**src/rtl/txseq_pkg.sv**
```systemverilog
package txseq_pkg;

  localparam int STATUS_W = 4;
  localparam int ST_AVAIL = 0;
  localparam int ST_OK = 1;
  localparam int ST_FAIL = 2;
  localparam int ST_REFUSED = 3;

  typedef enum logic [2:0] {
    SEQ_IDLE,
    SEQ_ENQ_SEND,
    SEQ_ENQ_WAIT,
    SEQ_DATA_SEND,
    SEQ_DATA_WAIT
  } seqState_t;

  typedef struct packed {
    logic loadTimer;
    logic runTimer;
    logic finish;
    logic markOk;
    logic markFail;
    logic markRefused;
  } seqStrobe_t;

endpackage

```
**src/rtl/txseq_dp.sv**
```systemverilog
module txseq_dp
  import txseq_pkg::*;
#(
  parameter int ID_W = 8,
  parameter int REPLY_TIMEOUT = 16
) (
  input  logic                clk,
  input  logic                rstN,
  input  logic                txEnable,
  input  logic [ID_W-1:0]     destId,
  input  logic [STATUS_W-1:0] intMask,
  input  seqStrobe_t          strobe,
  output logic                txAvail,
  output logic                timerExpired,
  output logic [ID_W-1:0]     frameDest,
  output logic [STATUS_W-1:0] statusOut,
  output logic                irq
);

  localparam int TIMER_W = $clog2(REPLY_TIMEOUT + 1);
  localparam logic [TIMER_W-1:0] TIMER_LOAD = TIMER_W'(REPLY_TIMEOUT - 1);

  logic [TIMER_W-1:0]  timerQ;
  logic [ID_W-1:0]     destQ;
  logic [STATUS_W-1:0] statusQ;
  logic                accept;

  assign accept = txEnable && statusQ[ST_AVAIL];

  always_ff @(posedge clk) begin
    if (!rstN) begin
      timerQ <= '0;
    end else if (strobe.loadTimer) begin
      timerQ <= TIMER_LOAD;
    end else if (strobe.runTimer && timerQ != '0) begin
      timerQ <= timerQ - 1'b1;
    end
  end

  assign timerExpired = (timerQ == '0);

  always_ff @(posedge clk) begin
    if (!rstN) begin
      destQ <= '0;
    end else if (accept) begin
      destQ <= destId;
    end
  end

  always_ff @(posedge clk) begin
    if (!rstN) begin
      statusQ <= STATUS_W'(1) << ST_AVAIL;
    end else if (accept) begin
      statusQ <= '0;
    end else if (strobe.finish) begin
      statusQ[ST_AVAIL]   <= 1'b1;
      statusQ[ST_OK]      <= statusQ[ST_OK] | strobe.markOk;
      statusQ[ST_FAIL]    <= statusQ[ST_FAIL] | strobe.markFail;
      statusQ[ST_REFUSED] <= statusQ[ST_REFUSED] | strobe.markRefused;
    end
  end

  assign txAvail   = statusQ[ST_AVAIL];
  assign frameDest = destQ;
  assign statusOut = statusQ;
  assign irq       = |(statusQ & intMask);

endmodule

```
**src/rtl/txseq_ctrl.sv**
```systemverilog
module txseq_ctrl
  import txseq_pkg::*;
(
  input  logic       clk,
  input  logic       rstN,
  input  logic       tokenIn,
  input  logic       frameDone,
  input  logic       replyAck,
  input  logic       replyNak,
  input  logic       txAvail,
  input  logic       timerExpired,
  output seqStrobe_t strobe,
  output logic       sendEnq,
  output logic       sendData,
  output logic       passToken,
  output logic       busy
);

  seqState_t stateQ, stateD;
  logic enqD, dataD, passD;

  always_comb begin
    stateD = stateQ;
    strobe = '0;
    enqD   = 1'b0;
    dataD  = 1'b0;
    passD  = 1'b0;
    unique case (stateQ)
      SEQ_IDLE: begin
        if (tokenIn) begin
          if (!txAvail) begin
            stateD = SEQ_ENQ_SEND;
            enqD   = 1'b1;
          end else begin
            passD = 1'b1;
          end
        end
      end
      SEQ_ENQ_SEND: begin
        if (frameDone) begin
          stateD           = SEQ_ENQ_WAIT;
          strobe.loadTimer = 1'b1;
        end
      end
      SEQ_ENQ_WAIT: begin
        strobe.runTimer = 1'b1;
        if (replyAck) begin
          stateD = SEQ_DATA_SEND;
          dataD  = 1'b1;
        end else if (replyNak) begin
          stateD             = SEQ_IDLE;
          passD              = 1'b1;
          strobe.finish      = 1'b1;
          strobe.markRefused = 1'b1;
        end else if (timerExpired) begin
          stateD          = SEQ_IDLE;
          passD           = 1'b1;
          strobe.finish   = 1'b1;
          strobe.markFail = 1'b1;
        end
      end
      SEQ_DATA_SEND: begin
        if (frameDone) begin
          stateD           = SEQ_DATA_WAIT;
          strobe.loadTimer = 1'b1;
        end
      end
      SEQ_DATA_WAIT: begin
        strobe.runTimer = 1'b1;
        if (replyAck) begin
          stateD        = SEQ_IDLE;
          passD         = 1'b1;
          strobe.finish = 1'b1;
          strobe.markOk = 1'b1;
        end else if (timerExpired) begin
          stateD          = SEQ_IDLE;
          passD           = 1'b1;
          strobe.finish   = 1'b1;
          strobe.markFail = 1'b1;
        end
      end
      default: stateD = SEQ_IDLE;
    endcase
  end

  always_ff @(posedge clk) begin
    if (!rstN) begin
      stateQ    <= SEQ_IDLE;
      sendEnq   <= 1'b0;
      sendData  <= 1'b0;
      passToken <= 1'b0;
    end else begin
      stateQ    <= stateD;
      sendEnq   <= enqD;
      sendData  <= dataD;
      passToken <= passD;
    end
  end

  assign busy = (stateQ != SEQ_IDLE);

endmodule

```
**src/rtl/txseq_top.sv**
```systemverilog
module txseq_top
  import txseq_pkg::*;
#(
  parameter int ID_W = 8,
  parameter int REPLY_TIMEOUT = 16
) (
  input  logic                clk,
  input  logic                rstN,
  input  logic                tokenIn,
  input  logic                txEnable,
  input  logic [ID_W-1:0]     destId,
  input  logic                replyAck,
  input  logic                replyNak,
  input  logic                frameDone,
  input  logic [STATUS_W-1:0] intMask,
  output logic                sendEnq,
  output logic                sendData,
  output logic                passToken,
  output logic [ID_W-1:0]     frameDest,
  output logic [STATUS_W-1:0] statusOut,
  output logic                irq
);

  seqStrobe_t seqStrobe;
  logic       txAvail;
  logic       timerExpired;
  logic       ctrlBusy;

  txseq_ctrl uCtrl (
    .clk          (clk),
    .rstN         (rstN),
    .tokenIn      (tokenIn),
    .frameDone    (frameDone),
    .replyAck     (replyAck),
    .replyNak     (replyNak),
    .txAvail      (txAvail),
    .timerExpired (timerExpired),
    .strobe       (seqStrobe),
    .sendEnq      (sendEnq),
    .sendData     (sendData),
    .passToken    (passToken),
    .busy         (ctrlBusy)
  );

  txseq_dp #(
    .ID_W          (ID_W),
    .REPLY_TIMEOUT (REPLY_TIMEOUT)
  ) uDp (
    .clk          (clk),
    .rstN         (rstN),
    .txEnable     (txEnable),
    .destId       (destId),
    .intMask      (intMask),
    .strobe       (seqStrobe),
    .txAvail      (txAvail),
    .timerExpired (timerExpired),
    .frameDest    (frameDest),
    .statusOut    (statusOut),
    .irq          (irq)
  );

endmodule

```
**config.mk**
```make
export PLATFORM = sky130hd
export DESIGN_NAME = txseq_top
export DESIGN_NICKNAME = d
export VERILOG_FILES = /design/src/rtl/txseq_pkg.sv /design/src/rtl/txseq_dp.sv /design/src/rtl/txseq_ctrl.sv /design/src/rtl/txseq_top.sv
export SDC_FILE = /design/constraint.sdc
export NUM_CORES = 1
export LEC_CHECK = 0
export ABC_AREA = 1
export BUFFER_PORTS_ARGS = -buffer_cell sky130_fd_sc_hd__buf_2
export CAP_MARGIN = 25
export CORE_MARGIN = 4
export CORE_UTILIZATION = 25
export DETAILED_ROUTE_END_ITERATION = 10
export HOLD_SLACK_MARGIN = 0.02
export PLACE_DENSITY = 0.49
export SLEW_MARGIN = 15
export SYNTH_ARGS = -nofsm -noshare
export SYNTH_HDL_FRONTEND = slang
export SYNTH_HIERARCHICAL = 1
export SYNTH_SLANG_ARGS = --single-unit
```
**constraint.sdc**
```tcl
create_clock -name clk -period 3.2 [get_ports clk]
set_input_delay 0.96 -clock clk [delete_from_list [all_inputs] [get_ports clk]]
set_output_delay 0.96 -clock clk [all_outputs]
set_load 0.01 [all_outputs]
```
# After elaboration in Yosys (flattened, before gate mapping)

Cells that the tools add are included.

Memories: 0
Latch bits: 0
Output and inout port bits: 16
Bits in read-only memories: 0
Bits in registers: 23
Word-level logic and storage cells: 69
Bits in writable memories: 0

Shifts and indexed selects: 0
Bitwise logic cells: 5
Div/mod/pow operators: 0
Reduce and logical (&&, ||, !) cells: 14
Multiply operators: 0
Multiplexer cells: 32
Add/subtract/negate cells: 1
Equal/unequal tests: 8
Order comparisons: 0

Operators with widths:

| cell                                                                   | number |
|---|---|
| 3-bit 2-to-1 mux                                                       | 8 |
| 1-bit 2-to-1 mux                                                       | 17 |
| 3-bit case mux with 5 select lines                                     | 1 |
| 4-bit 2-to-1 mux                                                       | 2 |
| 2-bit != test (second input constant)                                  | 4 |
| 3-bit by 2-bit equality test with 1-bit output (second input constant) | 2 |
| 2-bit OR reduction                                                     | 3 |
| 5-bit zero test                                                        | 1 |
| 5-bit nonzero test                                                     | 1 |
| 5-bit by 1-bit subtractor with 5-bit output (second input constant)    | 1 |
| 4-bit bitwise AND                                                      | 1 |
| 2-bit case mux with 2 select lines                                     | 1 |
| 4-bit AND reduction                                                    | 1 |
| 2-bit nonzero test                                                     | 2 |
| 4-bit OR reduction                                                     | 1 |
| 3-bit by 1-bit equality test with 1-bit output (second input constant) | 1 |
| 3-bit equality test (second input constant)                            | 1 |
| 3-bit zero test                                                        | 1 |
| 1-bit OR                                                               | 3 |
| 1-bit case mux with 3 select lines                                     | 1 |
| 3-bit AND reduction                                                    | 1 |
| 1-bit logical AND                                                      | 2 |
| 2-bit 2-to-1 mux                                                       | 1 |
| 1-bit case mux with 2 select lines                                     | 1 |
| 2 further kinds                                                        | 2 |

# Depth between registers and ports, before layout

Gate-level depths: netlist of the first run.

Word-level depth: 8
Mapped depth: 13
Gate-level depth less buffers: 13

# Modules after synthesis

The synthesis of the first run kept the hierarchy.

By module, submodules not included:

| module     | cells an instance | area each (sq um) | instances |
|---|---|---|---|
| txseq_dp   | 105               | 759.5             | 1 |
| txseq_ctrl | 56                | 357.8             | 1 |

# Least setup slack after synthesis of the first run

OpenSTA, ideal clock, no wires.

Path type: input port to output port
Start point: input port intMask[1]
End point: output port irq
Slack: 1.091 ns
Data required time: 2.240 ns
Buffers on the path: 0
Arrival: 1.149 ns
Cell stages on the path: 2
Cell sequence: nand2_1 nand4_1

Longest elaborated chain between the ends: 2

Ends and longest elaborated chain:

| item               | line            | RTL |
|---|---|---|
| start: declaration | txseq_top.sv:15 | `input logic [STATUS_W-1:0] intMask,` |
| 4-bit bitwise AND  | txseq_dp.sv:66  | `assign irq = \|(statusQ & intMask);` |
| 4-bit OR reduction | txseq_dp.sv:66  |  |
| end: declaration   | txseq_top.sv:21 | `output logic irq` |

No other way between the ends.

# Worst setup path in the final report of the first run

Same ends and word-level chain as after synthesis.

==> metrics, run 1 <==
post-CTS setup buffers 0; Syn Area/Cell 6.94 sq um; Mapped Area 1120 sq um; minimum clock period 2.31 ns; fillers 469; Syn. warnings 6; synthesis-to-layout area growth 23.5%; Fmax achieved 0.432 GHz; setup TNS 0 ns; vias in the first global route 1011; first-pass GRT wire length 4350 um; combinational fraction of design power 22.7%; utilization after layout 31.7%; critical path data arrival time 1.35 ns; sequential area share after synthesis 41.2%; total CTS buffers 3; synthesized instance count 161; CTS sink count 23; grt ovf 0; Worst Skew 0.00675 ns; leakage 0.702 nW; Hold Path Class register to register; largest net degree at the start of global routing 16; Crit Path Class input pin to output pin; antenna cell count 0; fin nets 218; post-route clock period utilization 72.3%; H-tree depth 1; Die Width 74.9 um; root buffer cell clkbuf_8; CTS tree done; DR DRC count 0; I/O Pins 35; register area 460 sq um; final WL 2570 um; CP max FO 1; RSZ-0062 raised after global routing false; status complete, no violations; Vias 1092; Synth area leader dfxtp_1; first drt pass iteration count 4; Site Rows 24; Internal Power 450 uW; clk slew on worst S/H paths 0.08 ns; layout cells sized above 1 26.5%; total power 652 uW; Die Span Y 74.9 um; Core ar. 4350 sq um; switching power total 201 uW; sw frac 30.9%; Yosys cell types 23; gp weighted congestion 0.742; Die ar. 5600 sq um; Hold Path Cell Cnt 2; CTS max path bufs 2; ANT nets after route 0; setup violators final 0; power per cell area 472 nW/um^2; Synth Net Count 182; Least-Margin Pin Slew 0.333 ns; Final WS setup 0.888 ns; leading cell type in the layout, fill and taps excluded buf_2; Clk pwr share 28.2%; Worst Setup End Kind output pin; Flop pwr share 49.1%; Synth area leaders dfxtp_1, nand2_1, nor2_1, nand3_1, inv_1; pins over their slew limit 0; number of max-cap violations 0; All-Layer GR Usage 9.81%; worst skew pair latency 0.27 ns; FF-to-FF path depth 10; Initial Util 25.7%; via/cell ratio 4.40; multi-input logic area 554 sq um; cts hold-fix bufs 0; Hold Vio Cnt, Final 0; Peak VDD IR 0.186 mV; Hold Slack 0.485 ns; post_cts resized 0; Synth top area share 41.2%; Yosys reg bits 23; Port Buffers 34; 1st-iter DRT viols 78; Post-Place Worst Slack 0.887 ns; CP startpoint kind input pin; Avg WL per Cell 10.3 um; most frequent cells in the layout buf_2, nand2_1, nor2_1, dfxtp_1, inv_1; Worst slew margin 77.6%; dpl hpwl 1980 um; initial antenna violation count 0; Required @ worst endpoint 2.24 ns
[synth_stat cells]
cell type	number
nor2_2	3
clkbuf_2	2
o21ai_0	9
nor3_1	4
inv_1	18
o21ai_2	1
a21oi_2	1
nand2_2	3
a21oi_1	9
nand2_4	2
inv_4	1
buf_4	1
nand2_1	30
nand4_1	5
nand3_2	1
nor2_1	25
o211ai_1	1
o21ai_1	1
or2_0	1
ha_1	2
dfxtp_1	23
nand3_1	15
inv_2	3
[power by group through the flow]
| stage | logic (mW) | registers (mW) | clock network, mW |
|---|---|---|---|
| after CTS | 0.149 | 0.320 | 0.190 |
| final | 0.148 | 0.320 | 0.184 |
| after floorplan | 0.105 | 0.329 | 0 |
| after global placement | 0.148 | 0.327 | 0 |
| after detailed placement | 0.149 | 0.327 | 0 |
| after global routing | 0.173 | 0.322 | 0.203 |
[kinds of logic (layout without fill, tap and decap cells)]
| kind of cell | after synthesis | in the layout | share of synthesized area [%] |
|---|---|---|---|
| AO/OA/AOI/OAI | 22 | 22 | 10.7 |
| flip-flops | 23 | 23 | 41.2 |
| adder cells (fa/ha/maj) | 2 | 2 | 2.24 |
| buffers and inverters | 25 | 60 | 9.18 |
| AND/OR/NAND/NOR | 89 | 89 | 36.6 |
[worst paths after layout]
kind	slack [ns]	to	start
setup reg to reg	1.63	uDp/statusOut[0]	uDp/timerQ[1]
hold reg to reg	0.48	uDp/frameDest[4]	uDp/frameDest[4]
setup / recovery	0.89	irq	intMask[1]
hold / removal	0.48	uDp/frameDest[4]	uDp/frameDest[4]
[registers in the layout, indices dropped and copies added, names as in the netlist]
name             count
uCtrl/sendData       1
uDp/frameDest        8
uCtrl/passToken      1
uCtrl/sendEnq        1
uDp/statusOut        4
uCtrl/stateQ         3
uDp/timerQ           5
[final cells by class]
type / count / share of cell area (%)
tap: 52 / 4.71
sequential: 23 / 33.4
timing repair buffer: 34 / 12.3
multi-input combinational: 113 / 40.2
clock buffer: 4 / 3.26
inverter: 22 / 6.17
[routing by layer]
metal / track usage [%] / up-vias / routed length [um]
met1: 13.6 / 473 / 1310
li1: - / 582 / -
met5: 0 / - / 0
met4: 3.56 / 0 / 38
met3: 2.27 / 4 / 160
met2: 14.8 / 33 / 1060
[critical path, cell delays in order]
cell and delay (ns):
buf_2 0.09, nand2_1 0.05, nand4_1 0.09, buf_2 0.15
[metrics by stage]
stage                     std cells  area (sq um)
after CTS                       248          1380
after detailed placement        244          1340
after global routing            248          1380
after global placement          244          1340
final                           248          1380
after floorplan                 161          1120
No activity file was read; power rests on OpenSTA's default activity.
==> inputs of run 2 (changes only) <==
clock period = 2.2 ns   (was 3.2 ns; I/O delays follow)
==> run 2 against run 1 <==
Power grew 44%. Setup slack lost 0.39 ns. Clock skew fell by 0.0045 ns. Highest routed layer unchanged.
==> metrics, run 2 (synthesis gave the netlist of run 1 again) <==
status complete, no violations (unchanged); CP startpoint kind input pin (unchanged); WP buf/inv 2 (unchanged); Required @ worst endpoint 1.54 ns (was 2.24 ns); ANT nets after route 0 (unchanged); Min-Delay Startpoint uDp/frameDest[4] (unchanged); RR Startpoint uDp/timerQ[0] (was uDp/timerQ[1]); Hold Path Cell Cnt 2 (unchanged); Avg WL per Cell 10.1 um (was 10.3 um); DR DRC count 0 (unchanged); fin nets 218 (unchanged); Crit Path Class input pin to output pin (unchanged); Fmax achieved 0.589 GHz; RSZ-0062 raised after global routing false (unchanged); total power 937 uW (was 652 uW); CP delay by family, top buffers and inverters (unchanged); M1 WL 1220 um (was 1310 um); minimum clock period 1.70 ns; final WL 2510 um (was 2570 um); post-route clock period utilization 77.2%; layout cells sized above 1 26.5% (unchanged); FF-to-FF path depth 10 (unchanged); CTS max path bufs 2 (unchanged); power per cell area 679 nW/um^2 (was 472 nW/um^2); Worst Skew 0.00225 ns (was 0.00675 ns); post-CTS setup buffers 0 (unchanged); critical path's slowest cell buf_2 (unchanged); Worst Hold End uDp/frameDest[4] (unchanged); Site Rows 24 (unchanged); Worst slew margin 77.7% (was 77.6%); most numerous cell on the critical path buf_2 (unchanged); routed wl met2 1050 um (was 1060 um); synthesis-to-layout area growth 23.5% (unchanged); Hold Path Class register to register (unchanged); most frequent cells in the layout buf_2, nand2_1, nor2_1, dfxtp_1, inv_1 (unchanged); max reg flops 8 (unchanged); total CTS buffers 3 (unchanged); first-pass GRT wire length 4250 um (was 4350 um); Die ar. 5600 sq um (unchanged); DR top layer met4 (unchanged); cts hold-fix bufs 0 (unchanged); reg2reg setup slack 0.63 ns (was 1.63 ns); setup violators final 0 (unchanged); first drt pass iteration count 4 (unchanged); Worst Setup End Kind output pin (unchanged); initial antenna violation count 0 (unchanged); critical path data arrival time 1.04 ns (was 1.35 ns); fillers 451 (was 469); Vias 1069 (was 1092); critical path cell sequence buf_2 > nand2_1 > nand4_1 > buf_2 (unchanged); pins over their slew limit 0 (unchanged); leakage 0.702 nW (unchanged); slowest cell delay on critical path 0.14 ns (was 0.15 ns); Peak VDD IR 0.230 mV (was 0.186 mV); I/O Pins 35 (unchanged); Critical R2R Capture uDp/statusOut[0] (unchanged); number of max-cap violations 0 (unchanged); 1st-iter DRT viols 76 (was 78); worst skew pair latency 0.26 ns (was 0.27 ns); leading cell type in the layout, fill and taps excluded buf_2 (unchanged); root buffer cell clkbuf_8 (unchanged); via/cell ratio 4.31 (was 4.40); CTS sink count 23 (unchanged); Die Width 74.9 um (unchanged); H-tree depth 1 (unchanged); gp weighted congestion 0.741 (was 0.742); Least-Margin Pin Slew 0.332 ns (was 0.333 ns); Hold Vio Cnt, Final 0 (unchanged); vias in the first global route 951 (was 1011); antenna cell count 0 (unchanged); Initial Util 25.7% (unchanged); Die Span Y 74.9 um (unchanged); setup TNS 0 ns (unchanged); largest net degree at the start of global routing 16 (unchanged); post_cts resized 0 (unchanged); Port Buffers 34 (unchanged); grt ovf 0 (unchanged); Core ar. 4350 sq um (unchanged); CTS tree done (unchanged); All-Layer GR Usage 9.93% (was 9.81%); CP max FO 1 (unchanged); dpl hpwl 1980 um (about the same); clk slew on worst S/H paths 0.08 ns (about the same); met3 wire length 184 um (was 160 um)
-- run 2: cell counts in the layout (fill, tap and decap cells not counted) --
Identical to the previous run, type by type.
-- run 2: report_power, final --
part           switching (mW)  internal [mW]
registers              0.0215          0.444
logic                   0.132         0.0817
clock network           0.130          0.129
-- run 2: tightest hold or removal path, stage by stage, from the launching register on --
cell,delay [ns]
dfxtp_1,0.33
nor2_1,0.05
nor2_1,0.08
-- run 2: per-stage QoR --
stage / cell area, sq um / utilization (%) / hold WS, ns / instances / setup slack (ns)
2_1_floorplan: 1120 / - / 0.452 / 161 / 0.691
6_report: 1380 / 31.7 / 0.485 / 248 / 0.501
4_1_cts: 1380 / 31.7 / 0.488 / 248 / 0.494
3_5_place_dp: 1340 / 30.7 / 0.475 / 244 / 0.494
3_3_place_gp: 1340 / 30.7 / 0.467 / 244 / 0.507
5_1_grt: 1380 / 31.7 / 0.520 / 248 / 0.448
-- run 2: how the worst max path moves through the flow --
stage                from   to  slack, ns  cells past startpoint
6_report       intMask[1]  irq       0.50                      4
4_1_cts        intMask[1]  irq       0.49                      4
3_5_place_dp   intMask[1]  irq       0.49                      4
3_3_place_gp   intMask[1]  irq       0.51                      4
2_1_floorplan  intMask[1]  irq       0.69                      2
5_1_grt        intMask[1]  irq       0.45                      4
-- run 2: layout make-up --
class / count / area (sq um) / area share [%]
well taps: 52 / 65.1 / 4.71
flip-flops and latches: 23 / 460 / 33.4
repair buffers: 34 / 170 / 12.3
multi-input cells: 113 / 554 / 40.2
clock buffers: 4 / 45.0 / 3.26
inverters: 22 / 85.1 / 6.17
-- run 2: layer usage --
layer  vias to the layer above  global-route usage (%)
li1                        586                       -
met1                       442                    13.7
met2                        37                    14.2
met3                         4                    2.54
met4                         0                    5.14
met5                         -                       0
==> inputs of run 3 (changes only) <==
PLACE_DENSITY = 0.51   (was 0.49)
clock period = 1.4 ns   (was 2.2 ns; I/O delays follow)
==> run 3 against run 2 <==
Via count rose by 7.7%. Die area unchanged. Largest power group unchanged. Sequential share of layout area down 3.0 points. Clock power rose by 63%. Wire length is 11% higher. Critical path type is now register to register. Core utilization up 3.6 points. Design area up 12%.
==> metrics, run 3 (synthesis gave the netlist of run 1 again) <==
most numerous cell on the critical path inv_2 (was buf_2); initial antenna violation count 0 (unchanged); Peak VDD IR 0.495 mV (was 0.230 mV); Hold Vio Cnt, Final 0 (unchanged); critical path's slowest cell dfxtp_2 (was buf_2); Die Width 74.9 um (unchanged); total CTS buffers 3 (unchanged); Worst Setup End Kind register (was output pin); Final Cell Area 1540 sq um (was 1380 sq um); Core ar. 4350 sq um (unchanged); WP buf/inv 3 (was 2); Fmax achieved 0.735 GHz; Worst slew margin 82.0% (was 77.7%); RR Startpoint uDp/timerQ[1] (was uDp/timerQ[0]); reg2reg setup slack 0.04 ns (was 0.63 ns); Hold Path Cell Cnt 3 (was 2); vias in the first global route 1036 (was 951); leakage 0.781 nW (was 0.702 nW); register area 468 sq um (was 460 sq um); most frequent cells in the layout buf_2, nand2_1, nor2_1, dfxtp_1, buf_4 (was buf_2, nand2_1, nor2_1, dfxtp_1, inv_1); ANT nets after route 0 (unchanged); via/cell ratio 4.38 (was 4.31); CTS sink count 23 (unchanged); multi-input logic area 589 sq um (was 554 sq um); setup violators final 0 (unchanged); first-pass GRT wire length 4640 um (was 4250 um); Vias 1151 (was 1069); first drt pass iteration count 4 (unchanged); Worst Skew 0.00191 ns (was 0.00225 ns); minimum clock period 1.36 ns; antenna cell count 0 (unchanged); Least-Margin Pin Slew 0.268 ns (was 0.332 ns); layout cells sized above 1 38.9% (was 26.5%); DR DRC count 0 (unchanged); CP startpoint kind register (was input pin); root buffer cell clkbuf_8 (unchanged); pins over their slew limit 0 (unchanged); Site Rows 24 (unchanged); RSZ-0062 raised after global routing true (was false); critical path cell sequence inv_2 > ha_4 > inv_2 > nor2_2 > nand2_4 > inv_4 > o211ai_1 > nand2_2 > o21ai_1 > nand2_1 (was buf_2 > nand2_1 > nand4_1 > buf_2); fillers 476 (was 451); critical path depth 10 (was 4); final WL 2780 um (was 2510 um); synthesis-to-layout area growth 37.7% (was 23.5%); Required @ worst endpoint 1.57 ns (was 1.54 ns); Worst Hold End uDp/frameDest[5] (was uDp/frameDest[4]); status complete, no violations (unchanged); grt ovf 0 (unchanged); dpl cell area 1430 sq um (was 1340 sq um); Port Buffers 34 (unchanged); dpl hpwl 2180 um (was 1980 um); CTS max path bufs 2 (unchanged); CP delay by family, top compound AO/OA/AOI/OAI gates (was buffers and inverters); leading cell type in the layout, fill and taps excluded buf_2 (unchanged); All-Layer GR Usage 10.8% (was 9.93%); FF-to-FF path depth 10 (unchanged); slowest cell delay on critical path 0.34 ns (was 0.14 ns); total power 1.58 mW (was 937 uW); max reg flops 8 (unchanged); post-route clock period utilization 97.2%; worst skew pair latency 0.26 ns (about the same); critical path data arrival time 1.53 ns (was 1.04 ns); Die Span Y 74.9 um (unchanged); power per cell area 1030 nW/um^2 (was 679 nW/um^2); 1st-iter DRT viols 65 (was 76); cts hold-fix bufs 0 (unchanged); Critical R2R Capture uDp/statusOut[0] (unchanged); CP max FO 4 (was 1); Avg WL per Cell 10.6 um (was 10.1 um); setup TNS 0 ns (unchanged); gp weighted congestion 0.762 (was 0.741); Die ar. 5600 sq um (unchanged); largest net degree at the start of global routing 14 (was 16); Initial Util 25.7% (unchanged); Min-Delay Startpoint destId[5] (was uDp/frameDest[4]); Hold Path Class input pin to register (was register to register); H-tree depth 1 (unchanged); CTS tree done (unchanged); fin nets 233 (was 218); I/O Pins 35 (unchanged); number of max-cap violations 0 (unchanged); Crit Path Class register to register (was input pin to output pin); clk slew on worst S/H paths 0.09 ns (was 0.08 ns)
==> run 3: cell count changes in the layout (fill, tap and decap cells not counted), moves of 3 or more <==
cell / before / now
buf_4: 0 / 15
dfxtp_1: 23 / 19
inv_1: 18 / 14
dfxtp_2: 0 / 3
inv_2: 3 / 6
==> run 3: how the worst max path moves through the flow <==
stage | to | from | slack, ns
after CTS | uDp/statusOut[3] | uDp/timerQ[1] | -0.007
final | uDp/statusOut[0] | uDp/timerQ[1] | 0.04
after global placement | uDp/statusOut[0] | uDp/timerQ[1] | 0.02
after floorplan | uDp/statusOut[0] | uDp/timerQ[0] | 0.02
after detailed placement | uDp/statusOut[0] | uDp/timerQ[1] | -0.0008
after global routing | uDp/statusOut[0] | uDp/timerQ[1] | -0.05
==> run 3: what timing repair did <==
| item | CTS | global route |
|---|---|---|
| endpoints found under the setup margin | 5 | 9 |
| setup buffers | 0 | 2 |
| pin swaps | 3 | 4 |
| gates resized for setup | 3 | 15 |
==> run 3: worst register-to-register path: stages, from the launching register on <==
cell      delay [ns]
dfxtp_2         0.34
inv_2           0.05
ha_4            0.14
inv_2           0.04
nor2_2          0.04
nand2_4         0.07
inv_4           0.03
o211ai_1        0.22
nand2_2         0.14
o21ai_1         0.15
nand2_1         0.06
==> run 3: final cells by class <==
cell class	count	share of cell area [%]
Timing Repair Buffer	49	18.4
Inverter	22	5.69
Multi-Input combinational cell	113	38.3
Sequential cell	23	30.4
Tap cell	52	4.23
Clock buffer	3	2.68
Clock inverter	1	0.325
==> run 3: layer usage <==
metal  wire, um  vias up  global-route usage (%)
li1           -      616                       -
met1       1400      507                    15.0
met2       1220       26                    16.0
met3        123        2                    2.54
met4         39        0                    4.74
met5          0        -                       0
==> run 3: through the flow <==
step / setup WS, ns / utilization [%] / hold WS [ns] / instances
2_1_floorplan: 0.0224 / - / 0.452 / 161
3_3_place_gp: 0.0154 / 32.9 / 0.465 / 257
3_5_place_dp: -0.000774 / 32.9 / 0.465 / 257
4_1_cts: -0.00652 / 34.1 / 0.393 / 261
5_1_grt: -0.0485 / 35.3 / 0.403 / 263
6_report: 0.0386 / 35.3 / 0.394 / 263
==> run 3: report_power, final <==
group | total, mW | internal (mW) | switching [mW]
Sequential | 0.730 | 0.699 | 0.0311
Clock | 0.421 | 0.199 | 0.223
Combinational | 0.429 | 0.188 | 0.240
